`config.mk`:
```
export PLATFORM = sky130hd
export DESIGN_NAME = brk_uart_tx
export DESIGN_NICKNAME = d
export VERILOG_FILES = /design/src/rtl/brk_uart_tx_pkg.sv /design/src/rtl/brk_uart_tx_frame.sv /design/src/rtl/brk_uart_tx_timer.sv /design/src/rtl/brk_uart_tx.sv
export SDC_FILE = /design/constraint.sdc
export NUM_CORES = 1
export LEC_CHECK = 0
export BUFFER_PORTS_ARGS = -buffer_cell sky130_fd_sc_hd__buf_4
export CORE_MARGIN = 3
export CORE_UTILIZATION = 55
export CTS_CLUSTER_SIZE = 12
export DETAILED_ROUTE_END_ITERATION = 10
export PLACE_DENSITY = 0.72
export SLEW_MARGIN = 20
export SYNTH_ARGS = -nofsm -noshare
export SYNTH_HDL_FRONTEND = slang
export SYNTH_HIERARCHICAL = 1
export SYNTH_SLANG_ARGS = --single-unit
```
`constraint.sdc`:
```
create_clock -name clk -period 7.1 [get_ports clk]
set_input_delay 1.775 -clock clk [delete_from_list [all_inputs] [get_ports clk]]
set_output_delay 1.775 -clock clk [all_outputs]
set_load 0.01 [all_outputs]
```
`src/rtl/brk_uart_tx_pkg.sv`:
```
package brk_uart_tx_pkg;
  typedef enum logic [1:0] {
    S_IDLE = 2'd0,
    S_DATA = 2'd1,
    S_BRK  = 2'd2,
    S_MARK = 2'd3
  } tx_state_e;

  localparam logic [1:0] FMT_TEN  = 2'd0;
  localparam logic [1:0] FMT_NINE = 2'd1;
  localparam logic [1:0] FMT_PAR  = 2'd2;
endpackage

```
`src/rtl/brk_uart_tx_frame.sv`:
```
module brk_uart_tx_frame
  import brk_uart_tx_pkg::*;
#(
  parameter int PAY_W = 8
) (
  input  logic [PAY_W:0]   word,
  input  logic [1:0]       fmt,
  input  logic             msb_first,
  input  logic             blank,
  output logic [PAY_W+2:0] frame,
  output logic             long_fmt
);
  logic [PAY_W-1:0] pay;
  logic             extra;

  // payload order: index 0 is the first payload bit on the line
  for (genvar i = 0; i < PAY_W; i++) begin : g_order
    assign pay[i] = msb_first ? word[PAY_W-1-i] : word[i];
  end

  always_comb begin
    long_fmt = (fmt == FMT_NINE) || (fmt == FMT_PAR);
    extra    = (fmt == FMT_NINE) ? word[PAY_W] : ^word[PAY_W-1:0];
    if (blank) begin
      frame = '0;
    end else if (long_fmt) begin
      frame = {1'b1, extra, pay, 1'b0};
    end else begin
      frame = {1'b1, 1'b1, pay, 1'b0};
    end
  end
endmodule

```
`src/rtl/brk_uart_tx_timer.sv`:
```
module brk_uart_tx_timer #(
  parameter int TICKS_PER_BIT = 16
) (
  input  logic clk,
  input  logic rst_n,
  input  logic run,
  input  logic tick,
  output logic bit_end
);
  localparam int CNT_W = (TICKS_PER_BIT > 1) ? $clog2(TICKS_PER_BIT) : 1;
  localparam logic [CNT_W-1:0] LAST = CNT_W'(TICKS_PER_BIT - 1);

  logic [CNT_W-1:0] cnt_q, cnt_d;
  logic             cnt_en;

  assign bit_end = run && tick && (cnt_q == LAST);
  assign cnt_en  = !run || tick;

  always_comb begin
    if (!run || bit_end) cnt_d = '0;
    else                 cnt_d = cnt_q + 1'b1;
  end

  always_ff @(posedge clk or negedge rst_n) begin
    if (!rst_n)      cnt_q <= '0;
    else if (cnt_en) cnt_q <= cnt_d;
  end
endmodule

```
`src/rtl/brk_uart_tx.sv`:
```
module brk_uart_tx
  import brk_uart_tx_pkg::*;
#(
  parameter int PAY_W         = 8,
  parameter int TICKS_PER_BIT = 16
) (
  input  logic           clk,
  input  logic           rst_n,
  input  logic [PAY_W:0] wdata,
  input  logic           wr,
  input  logic [1:0]     fmt,
  input  logic           msb_first,
  input  logic           brk,
  input  logic           baud_tick,
  output logic           txd,
  output logic           busy,
  output logic           ready
);
  localparam int FRAME_W = PAY_W + 3;
  localparam int IDX_W   = $clog2(FRAME_W + 1);
  localparam logic [IDX_W-1:0] LAST_LONG  = IDX_W'(FRAME_W - 1);
  localparam logic [IDX_W-1:0] LAST_SHORT = IDX_W'(FRAME_W - 2);

  tx_state_e          st_q, st_d;
  logic [FRAME_W-2:0] sh_q, sh_d;
  logic [IDX_W-1:0]   bidx_q, bidx_d;
  logic               txd_q, txd_d;
  logic               long_q, long_d;
  logic [PAY_W:0]     hold_q;
  logic               full_q, full_d;
  logic               pend_q, pend_d;

  logic               bit_end, last_bit, free, req_brk;
  logic               start_brk, start_dat, hold_en, line_en;
  logic [FRAME_W-1:0] frame;
  logic               long_fmt;

  brk_uart_tx_timer #(.TICKS_PER_BIT(TICKS_PER_BIT)) i_timer (
    .clk     (clk),
    .rst_n   (rst_n),
    .run     (st_q != S_IDLE),
    .tick    (baud_tick),
    .bit_end (bit_end)
  );

  brk_uart_tx_frame #(.PAY_W(PAY_W)) i_frame (
    .word      (hold_q),
    .fmt       (fmt),
    .msb_first (msb_first),
    .blank     (start_brk),
    .frame     (frame),
    .long_fmt  (long_fmt)
  );

  assign last_bit  = (bidx_q == (long_q ? LAST_LONG : LAST_SHORT));
  assign req_brk   = brk || pend_q;
  assign free      = (st_q == S_IDLE)
                  || (st_q == S_DATA && bit_end && last_bit)
                  || (st_q == S_MARK && bit_end);
  assign start_brk = (free && req_brk)
                  || (st_q == S_BRK && bit_end && last_bit && brk);
  assign start_dat = free && !req_brk && full_q;
  assign hold_en   = wr && !full_q;
  assign line_en   = start_brk || start_dat || bit_end || (st_q == S_IDLE);

  // next-state logic for the frame sequencer
  always_comb begin
    st_d   = st_q;
    sh_d   = sh_q;
    bidx_d = bidx_q;
    txd_d  = txd_q;
    long_d = long_q;
    if (start_brk || start_dat) begin
      st_d   = start_brk ? S_BRK : S_DATA;
      sh_d   = frame[FRAME_W-1:1];
      txd_d  = frame[0];
      bidx_d = '0;
      long_d = long_fmt;
    end else if (st_q == S_BRK && bit_end && last_bit) begin
      st_d  = S_MARK;
      txd_d = 1'b1;
    end else if (free) begin
      st_d  = S_IDLE;
      txd_d = 1'b1;
    end else if (bit_end) begin
      sh_d   = {1'b0, sh_q[FRAME_W-2:1]};
      txd_d  = sh_q[0];
      bidx_d = bidx_q + 1'b1;
    end
  end

  always_comb begin
    full_d = full_q;
    if (hold_en)        full_d = 1'b1;
    else if (start_dat) full_d = 1'b0;
  end

  always_comb begin
    pend_d = pend_q;
    if (start_brk)                  pend_d = 1'b0;
    else if (brk && st_q != S_BRK)  pend_d = 1'b1;
  end

  always_ff @(posedge clk or negedge rst_n) begin
    if (!rst_n) begin
      st_q   <= S_IDLE;
      sh_q   <= '0;
      bidx_q <= '0;
      txd_q  <= 1'b1;
      long_q <= 1'b0;
    end else if (line_en) begin
      st_q   <= st_d;
      sh_q   <= sh_d;
      bidx_q <= bidx_d;
      txd_q  <= txd_d;
      long_q <= long_d;
    end
  end

  always_ff @(posedge clk or negedge rst_n) begin
    if (!rst_n) begin
      full_q <= 1'b0;
      pend_q <= 1'b0;
    end else begin
      full_q <= full_d;
      pend_q <= pend_d;
    end
  end

  always_ff @(posedge clk or negedge rst_n) begin
    if (!rst_n)       hold_q <= '0;
    else if (hold_en) hold_q <= wdata;
  end

  assign txd   = txd_q;
  assign busy  = (st_q != S_IDLE);
  assign ready = !full_q;
endmodule

```
### Yosys cells after proc, flatten, opt, wreduce, memory -nomap -nowiden

Cells that the tools add are included.

* word-level logic and storage cells: 92
* output and inout port bits: 3
* register bits after elaboration: 33
* input bits: 17

* muxes and demuxes: 33
* add/sub/neg operators: 2
* equal/unequal tests: 10
* reductions and logical operators: 38

Operator list (count)
* $mux W10: 5
* $mux W4: 5
* $mux W1: 17
* $logic_and A1 B1 Y1: 13
* $mux W11: 1
* $logic_or A1 B1 Y1: 10
* $mux W2: 5
* $add A4 B1 Y4 const B: 2
* $reduce_bool A2 Y1: 4
* $reduce_xor A8 Y1: 1
* $eq A2 B2 Y1 const B: 3
* $reduce_and A2 Y1: 3
* $eq A2 B1 Y1 const B: 2
* $eq A4 B4 Y1: 1
* $eq A4 B4 Y1 const B: 1
* $ne A2 B1 Y1 const B: 2
* $reduce_and A4 Y1: 1
* $reduce_bool A4 Y1: 1
* $logic_not A1 Y1: 3
* $reduce_bool A3 Y1: 1
* $logic_not A2 Y1: 1
* $ne A2 B2 Y1 const B: 1

### Logic depth before layout (Yosys ltp)

Gate-level depths: netlist of run 1.

* word-level depth: 13
* depth in mapped cells: 12

### Modules after synthesis

The synthesis of run 1 kept the hierarchy.

Modules (own cells, without submodules)
* brk_uart_tx: area an instance 1408.9 um^2, instances 1, cells each 127
* brk_uart_tx_frame: area an instance 237.7 um^2, instances 1, cells each 34
* brk_uart_tx_timer: area an instance 219.0 um^2, instances 1, cells each 23

### Least setup slack after synthesis of run 1

No wires, ideal clock.

* path type: in2reg
* from: input baud_tick
* to: register sh_q[0]
* data required time: 6.974 ns
* stages: 9
* arrival: 3.591 ns
* setup slack: 3.383 ns
* path through: nand2_2 -> nor2_1 -> clkbuf_1 -> nand2_1 -> a211o_4 -> a21oi_1 -> clkbuf_1 -> nor2_1 -> a221o_1

RTL lines
* from (decl): line brk_uart_tx.sv:14 `input logic baud_tick,`
* $logic_and A1 B1 Y1 * (2 in series): line brk_uart_tx_timer.sv:16 `assign bit_end = run && tick && (cnt_q == LAST);`
* net bit_end: line brk_uart_tx.sv:33 `logic bit_end, last_bit, free, req_brk;`
* $logic_and A1 B1 Y1 (2 in series): line brk_uart_tx.sv:58 `|| (st_q == S_DATA && bit_end && last_bit)`
* $logic_or A1 B1 Y1: line brk_uart_tx.sv:58
* $logic_or A1 B1 Y1: line brk_uart_tx.sv:59 `|| (st_q == S_MARK && bit_end);`
* $logic_and A1 B1 Y1: line brk_uart_tx.sv:60 `assign start_brk = (free && req_brk)`
* $logic_or A1 B1 Y1 *: line brk_uart_tx.sv:61 `|| (st_q == S_BRK && bit_end && last_bit && brk);`
* net start_brk: line brk_uart_tx.sv:34 `logic start_brk, start_dat, hold_en, line_en;`
* $mux W11 *: line brk_uart_tx_frame.sv:24 `if (blank) begin`
* net frame[1]: line brk_uart_tx.sv:35 `logic [FRAME_W-1:0] frame;`
* $mux W10 *: line brk_uart_tx.sv:73 `if (start_brk || start_dat) begin`
* to (signal assigned): line brk_uart_tx.sv:107 `sh_q <= '0;`
* to (signal assigned): line brk_uart_tx.sv:113 `sh_q <= sh_d;`
* to (decl): line brk_uart_tx.sv:25 `logic [FRAME_W-2:0] sh_q, sh_d;`

The timed path passes the listed nets; every way through them passes the cells marked *.
A chain may end at the register's enable or synchronous reset.

### Final worst setup path of run 1

Ends and elaborated chain as after synthesis.

==> qor.yml, run 1 <==
synthesis:
  syn-instance-count: 184
  ys_seq_area_frac: 0.4433
  synth_flop_cell: "dfrtp_1"
  synthTopCellsByArea: "dfrtp_1, mux2i_1, mux2_2"
  synth_top_area_share: 0.4292
  yosys.area.top_type: "dfrtp_1"
  ys_types: 44
  synth_edf_count: 0
  synthMuxAreaShare: 0.1462
  synth-xor-area-share: 0.05164
  synth_compound_area_frac: 0.1268
  synth-adder-area-share: 0.02012
  ys_ff_latch: 33
  syn_area_per_cell_um2: 10.14
  synth-simple-area-share: 0.1616
  syn-cell-area_um2: 1866
  synth.net_count: 204
  async_reset_ff_frac: 1.000
  synth_top_family_by_area: "simple AND/OR/NAND/NOR gates"
  yosys_warnings: 6
cts:
  cts.clk_slew.worst_paths_ns: 0.10
  cts.sinks: 33
  holdBufCountCts: 0
  cts_tree: "yes"
  cts_setup_buffers: 0
  cts_buffers: 5
  cts_resized: 0
  clockBufferDepth: 2
  clk_latency_ns: 0.33
  cts_root_buffer: "clkbuf_4"
  cts_htree_levels: 2
routing:
  via_per_inst: 5.657
  vias: 1386
  postRouteAntennaNets: 0
  drc: 0
  firstDrtPassIters: 4
  drt-total-wl_um: 3330
  drtIter0Drc: 136
  wl_per_cell_um: 13.59
global_routing:
  antenna_found_initial: 0
  grt_overflow: 0
  grt_pass1_wl_um: 5913
  grtUsageTotal: 0.1858
  first_global_vias: 1428
  grt_max_degree: 34
timing:
  hold_viol: 0
  fmax_mhz: 255.1
  finalCritPeriodShare: 0.5520
  fin_skew_ns: 0.007405
  setup_violations: 0
  maxSlewViolCount: 0
  relSlewSlack: 0.3405
  worstMarginPinSlew_ns: 0.9892
  min_period_ns: 3.919
  fin_hold_ws_ns: 0.5108
  fin_setup_tns_ns: 0
  rsz0062_at_grt: "no"
placed_design:
  numPortBuffers: 19
  gp_congestion: 0.9515
  dp_hpwl_um: 2468
floorplanning:
  fp.dieW_um: 64.24
  io_pins: 20
  start_util: 0.5917
  dieArea_um2: 4127
  die_h_um: 64.24
  rows: 20
  coreArea_um2: 3153
power_and_ir_drop:
  ir_drop_v: 0.0001117
  power_density_nw_per_um2: 210.9
  leakage_nw: 0.9108
setup_path:
  critPathArrivalTime_ns: 4.14
  end_kind: "flop"
  crit_type: "in -> reg"
  r2r_setup_slack_ns: 3.99
  crit_required_ns: 7.32
  path_max_fanout: 15
  critPathLaunchType: "input pin"
finish:
  drive_above_1_share: 0.2139
  n_antenna_cell: 0
  nFillCells: 261
  nets: 221
  syn_to_final_growth_pct: 10.33
  layout_common_cells: "dfrtp_1, nor2_1, buf_4"
  layout_commonest_cell: "dfrtp_1"
worst_hold_path:
  min_path_type: "reg -> reg"
flow_run:
  drv_cap: 0
outcome:
  outcome: "finished clean"
-- per-stage QoR --
step,std cells,setup WS [ns],area (µm²),total power [W],util
2_1_floorplan,184,3.383,1866,0.0003080,-
3_3_place_gp,238,2.949,2003,0.0003270,0.6353
3_5_place_dp,238,2.885,2003,0.0003326,0.6353
4_1_cts,245,3.245,2058,0.0004411,0.6528
5_1_grt,245,3.003,2058,0.0004619,0.6528
6_report,245,3.181,2058,0.0004340,0.6528
-- flip-flops by register name, indices dropped and copies added, names as in the netlist --
register	count
bidx_q	4
full_q	1
hold_q	9
i_timer/cnt_q	4
long_q	1
pend_q	1
sh_q	10
st_q	2
txd	1
-- synth_stat cells, types with 2 or more instances --
cell type / instances
a41oi_1: 2
nor2b_1: 4
a21boi_0: 2
nand2b_1: 5
inv_1: 8
dfrtp_1: 32
buf_2: 3
mux2_2: 10
clkbuf_1: 3
nor2_1: 21
nand2_1: 14
nand3b_1: 2
xnor2_1: 10
mux2i_1: 16
a221o_1: 2
nand3_1: 4
ha_1: 3
nor3b_1: 3
a21oi_1: 5
o21ai_1: 9
o21ai_0: 3
-- cell families (layout without fill, tap and decap cells) --
| family | after synthesis | after routing |
|---|---|---|
| buffers and inverters | 17 | 34 |
| XOR/XNOR | 11 | 11 |
| flip-flops | 33 | 33 |
| AND/OR/NAND/NOR | 61 | 61 |
| adder cells (fa/ha/maj) | 3 | 3 |
| other | 1 | 1 |
| multiplexers | 26 | 26 |
| AO/OA/AOI/OAI | 32 | 32 |
-- power by group --
part | internal [W] | total (W) | switching, W
clock network | 0.0000467 | 0.000105 | 0.0000582
logic | 0.0000530 | 0.0000974 | 0.0000444
registers | 0.000209 | 0.000232 | 0.0000229
total | 0.000309 | 0.000434 | 0.000125
-- routing by layer --
metal | track usage | vias to the layer above | routed length (µm)
met5 | 0 | - | 0
met4 | 0.08971 | 0 | 91
met3 | 0.05624 | 12 | 162
met2 | 0.3376 | 40 | 1687
met1 | 0.1923 | 667 | 1388
li1 | - | 667 | -
-- worst max-delay path, cell delays in order --
cell     delay [ns]
buf_4          0.11
nand2_2        0.07
nor2_1         0.45
nand2_1        0.13
a211o_4        0.37
a21oi_1        0.77
nor2_1         0.12
a221o_1        0.34
-- path summary, 6_finish.rpt --
path,startpoint,end,depth (start not counted)
max,baud_tick,sh_q[0],8
min,sh_q[9],sh_q[8],1
max reg2reg,st_q[0],sh_q[0],9
min reg2reg,sh_q[9],sh_q[8],1
max in group asynchronous,rst_n,txd,1
min in group asynchronous,rst_n,st_q[1],1
-- layout make-up --
type | count | area, µm² | area share
multi-input combinational | 134 | 948.4 | 0.4608
inverter | 8 | 30.03 | 0.01459
timing repair buffer | 19 | 142.6 | 0.06930
sequential | 33 | 827.0 | 0.4018
tap | 44 | 55.05 | 0.02675
clock buffer | 7 | 55.05 | 0.02675
Note: power is estimated with default switching activity, not from simulation.
==> run 2, diff against run 1 <==
--- a/config.mk
+++ b/config.mk
@@ -5,9 +5,10 @@
 export SDC_FILE = /design/constraint.sdc
 export NUM_CORES = 1
 export LEC_CHECK = 0
+export ABC_AREA = 1
 export BUFFER_PORTS_ARGS = -buffer_cell sky130_fd_sc_hd__buf_4
 export CORE_MARGIN = 3
-export CORE_UTILIZATION = 55
+export CORE_UTILIZATION = 53
 export CTS_CLUSTER_SIZE = 12
 export DETAILED_ROUTE_END_ITERATION = 10
 export PLACE_DENSITY = 0.72
==> constraint.sdc (replaced) <==
create_clock -name clk -period 3.6 [get_ports clk]
set_input_delay 0.9 -clock clk [delete_from_list [all_inputs] [get_ports clk]]
set_output_delay 0.9 -clock clk [all_outputs]
set_load 0.01 [all_outputs]
==> qor.yml, run 2 <==
cts:
  cts_resized: 0  # unchanged
  holdBufCountCts: 0  # unchanged
  cts_htree_levels: 2  # unchanged
  cts_buffers: 5  # unchanged
  cts.sinks: 33  # unchanged
  clk_latency_ns: 0.28  # -0.05 ns
  cts_tree: "yes"
  cts.clk_slew.worst_paths_ns: 0.07  # -0.03 ns
  clockBufferDepth: 2  # unchanged
  cts_root_buffer: "clkbuf_8"
  cts_setup_buffers: 0  # unchanged
finish:
  top_regs: "sh_q x10, hold_q x9"
  layout_common_cells: "nand2_1, inv_1, dfrtp_1"
  postLayoutCellArea_um2: 2332  # +13%
  nets: 299  # +35%
  n_antenna_cell: 0  # unchanged
  drive_above_1_share: 0.2821  # +0.06821
  syn_to_final_growth_pct: 12.49
  largest_register: "sh_q"
  largest_register_ffs: 10  # unchanged
  layout_commonest_cell: "nand2_1"
global_routing:
  grtUsageTotal: 0.1871  # +0.001271
  grt_pass1_wl_um: 6492  # +9.8%
  grt_overflow: 0  # unchanged
  antenna_found_initial: 0  # unchanged
  grt_max_degree: 34  # unchanged
  first_global_vias: 1547  # +8.3%
routing:
  met3WireLength_um: 187  # +15%
  top_layer: "met4"
  via_per_inst: 5.159  # -8.8%
  vias: 1692  # +22%
  wl_met2_um: 1802  # +6.8%
  drt-total-wl_um: 3838  # +15%
  postRouteAntennaNets: 0  # unchanged
  wl_met1_um: 1798  # +30%
  drtIter0Drc: 66  # -51%
  drc: 0  # unchanged
  wl_per_cell_um: 11.70  # -14%
  firstDrtPassIters: 4  # unchanged
timing:
  min_period_ns: 2.531
  hold_viol: 0  # unchanged
  finalCritPeriodShare: 0.7030
  fmax_mhz: 395.1
  fin_skew_ns: 0.009146  # +0.001741 ns
  rsz0062_at_grt: "no"
  maxSlewViolCount: 0  # unchanged
  setup_violations: 0  # unchanged
  fin_setup_tns_ns: 0  # unchanged
floorplanning:
  rows: 22  # +10%
  die_h_um: 68.55  # +6.7%
  dieArea_um2: 4698  # +14%
  io_pins: 20  # unchanged
  fp.dieW_um: 68.55  # +6.7%
  coreArea_um2: 3716  # +18%
  start_util: 0.5579  # -0.03375
setup_path:
  rr_worst_depth: 13  # +4
  cp_slowest_cell: "dfrtp_1"
  critPathArrivalTime_ns: 2.69  # -1.45 ns
  critPathLaunchType: "flop"
  cp.depth: 13  # +5
  path_max_fanout: 13  # -2
  end_kind: "flop"
  worst-path-buf-inv: 4  # +3
  max_stage_delay_ns: 0.38  # -0.39 ns
  crit_family: "simple AND/OR/NAND/NOR gates"
  crit_top_cell: "inv_1"
  crit_required_ns: 3.76  # -3.56 ns
  crit_type: "reg -> reg"
  crit_path_cell_trace: "inv_1, nand2_2, inv_1, nor3_1, inv_1, nor2_1, nand4_1, nand2_1, inv_1, o21ai_0, a21oi_1, nand2_1, nand3_1"
outcome:
  outcome: "finished clean"
worst_hold_path:
  hold_depth: 2  # +1
  min_path_type: "reg -> reg"
placed_design:
  gp_congestion: 0.8324  # -13%
  numPortBuffers: 19  # unchanged
  dp_hpwl_um: 2842  # +15%
  dpl_cell_area_um2: 2216  # +11%
synthesis:
  synth_edf_count: 0  # unchanged
  synth.net_count: 279  # +37%
  synth_common_cells: "nand2_1, inv_1, dfrtp_1"
  async_reset_ff_frac: 1.000  # unchanged
  post-synth-top-count-cell: "nand2_1"
  ys_ff_latch: 33  # unchanged
  ys_types: 32  # -27%
  synth_flop_cell: "dfrtp_1"
  syn-cell-area_um2: 2073  # +11%
  ys_seq_area_frac: 0.3989  # -0.04441
  yosys.area.top_type: "dfrtp_1"
  synthTopCellsByArea: "dfrtp_1, nand2_1, inv_1"
  syn_area_per_cell_um2: 8.005  # -21%
  yosys_warnings: 6  # unchanged
  syn-instance-count: 259  # +41%
  synth_top_area_share: 0.3862  # -0.04300
power_and_ir_drop:
  leakage_nw: 1.226  # +35%
  power_density_nw_per_um2: 788.8  # +270%
  p_total_w: 0.001840  # +320%
  ir_drop_v: 0.0004494  # +300%
flow_run:
  drv_cap: 0  # unchanged
## run 2: worst paths after layout
kind / start / end / slack, ns
worst min-delay path: txd / txd / 0.49
worst min register to register: txd / txd / 0.49
worst max-delay path: st_q[0] / sh_q[1] / 1.07
max in group asynchronous: rst_n / txd / 2.73
worst max register to register: st_q[0] / sh_q[1] / 1.07
min in group asynchronous: rst_n / st_q[1] / 0.55
## run 2: worst min-delay path, stage by stage (launching register included)
cell	delay, ns
dfstp_2	0.37
nand3_1	0.07
nand2_1	0.05
## run 2: kinds of logic (layout without fill, tap and decap cells)
family                     count (synthesis)  count (layout)  share of synthesized area
and+or+nand+nor                          135             135                     0.3398
muxes                                      9               9                    0.04888
buffers and inverters                     45              66                     0.1008
xor gates and xnor gates                   1               1                   0.004225
adders and majority gates                  3               3                    0.01811
DFF                                       33              33                     0.3989
AOI/OAI and AO/OA                         32              32                    0.08751
other                                      1               1                   0.001809
## run 2: final cells by class
| cell class | count | area [µm²] |
|---|---|---|
| multi-input combinational | 181 | 1037 |
| inverter | 39 | 148.9 |
| clock inverter | 1 | 30.03 |
| clock buffer | 7 | 86.33 |
| timing repair buffer | 19 | 142.6 |
| fill | 350 | 1384 |
| tap | 48 | 60.06 |
| sequential | 33 | 827.0 |
## run 2: routing by layer
layer | vias up | global-route usage
met1 | 778 | 0.2341
met2 | 42 | 0.3135
li1 | 867 | -
met4 | 0 | 0.05955
met5 | - | 0
met3 | 5 | 0.04862
## run 2: through the flow
stage / instances / hold WS (ns) / utilization / worst slack (ns)
after floorplan: 259 / 0.4659 / - / 1.263
after global placement: 320 / 0.4846 / 0.5963 / 0.8699
after detailed placement: 320 / 0.4809 / 0.5963 / 0.8359
after CTS: 328 / 0.4915 / 0.6276 / 1.088
after global routing: 328 / 0.5233 / 0.6276 / 0.7854
final: 328 / 0.4879 / 0.6276 / 1.069
## run 2: power breakdown
group,internal (W),total (W),switching (W)
logic,0.000331,0.000827,0.000496
registers,0.000529,0.000650,0.000121
clock network,0.000226,0.000362,0.000136
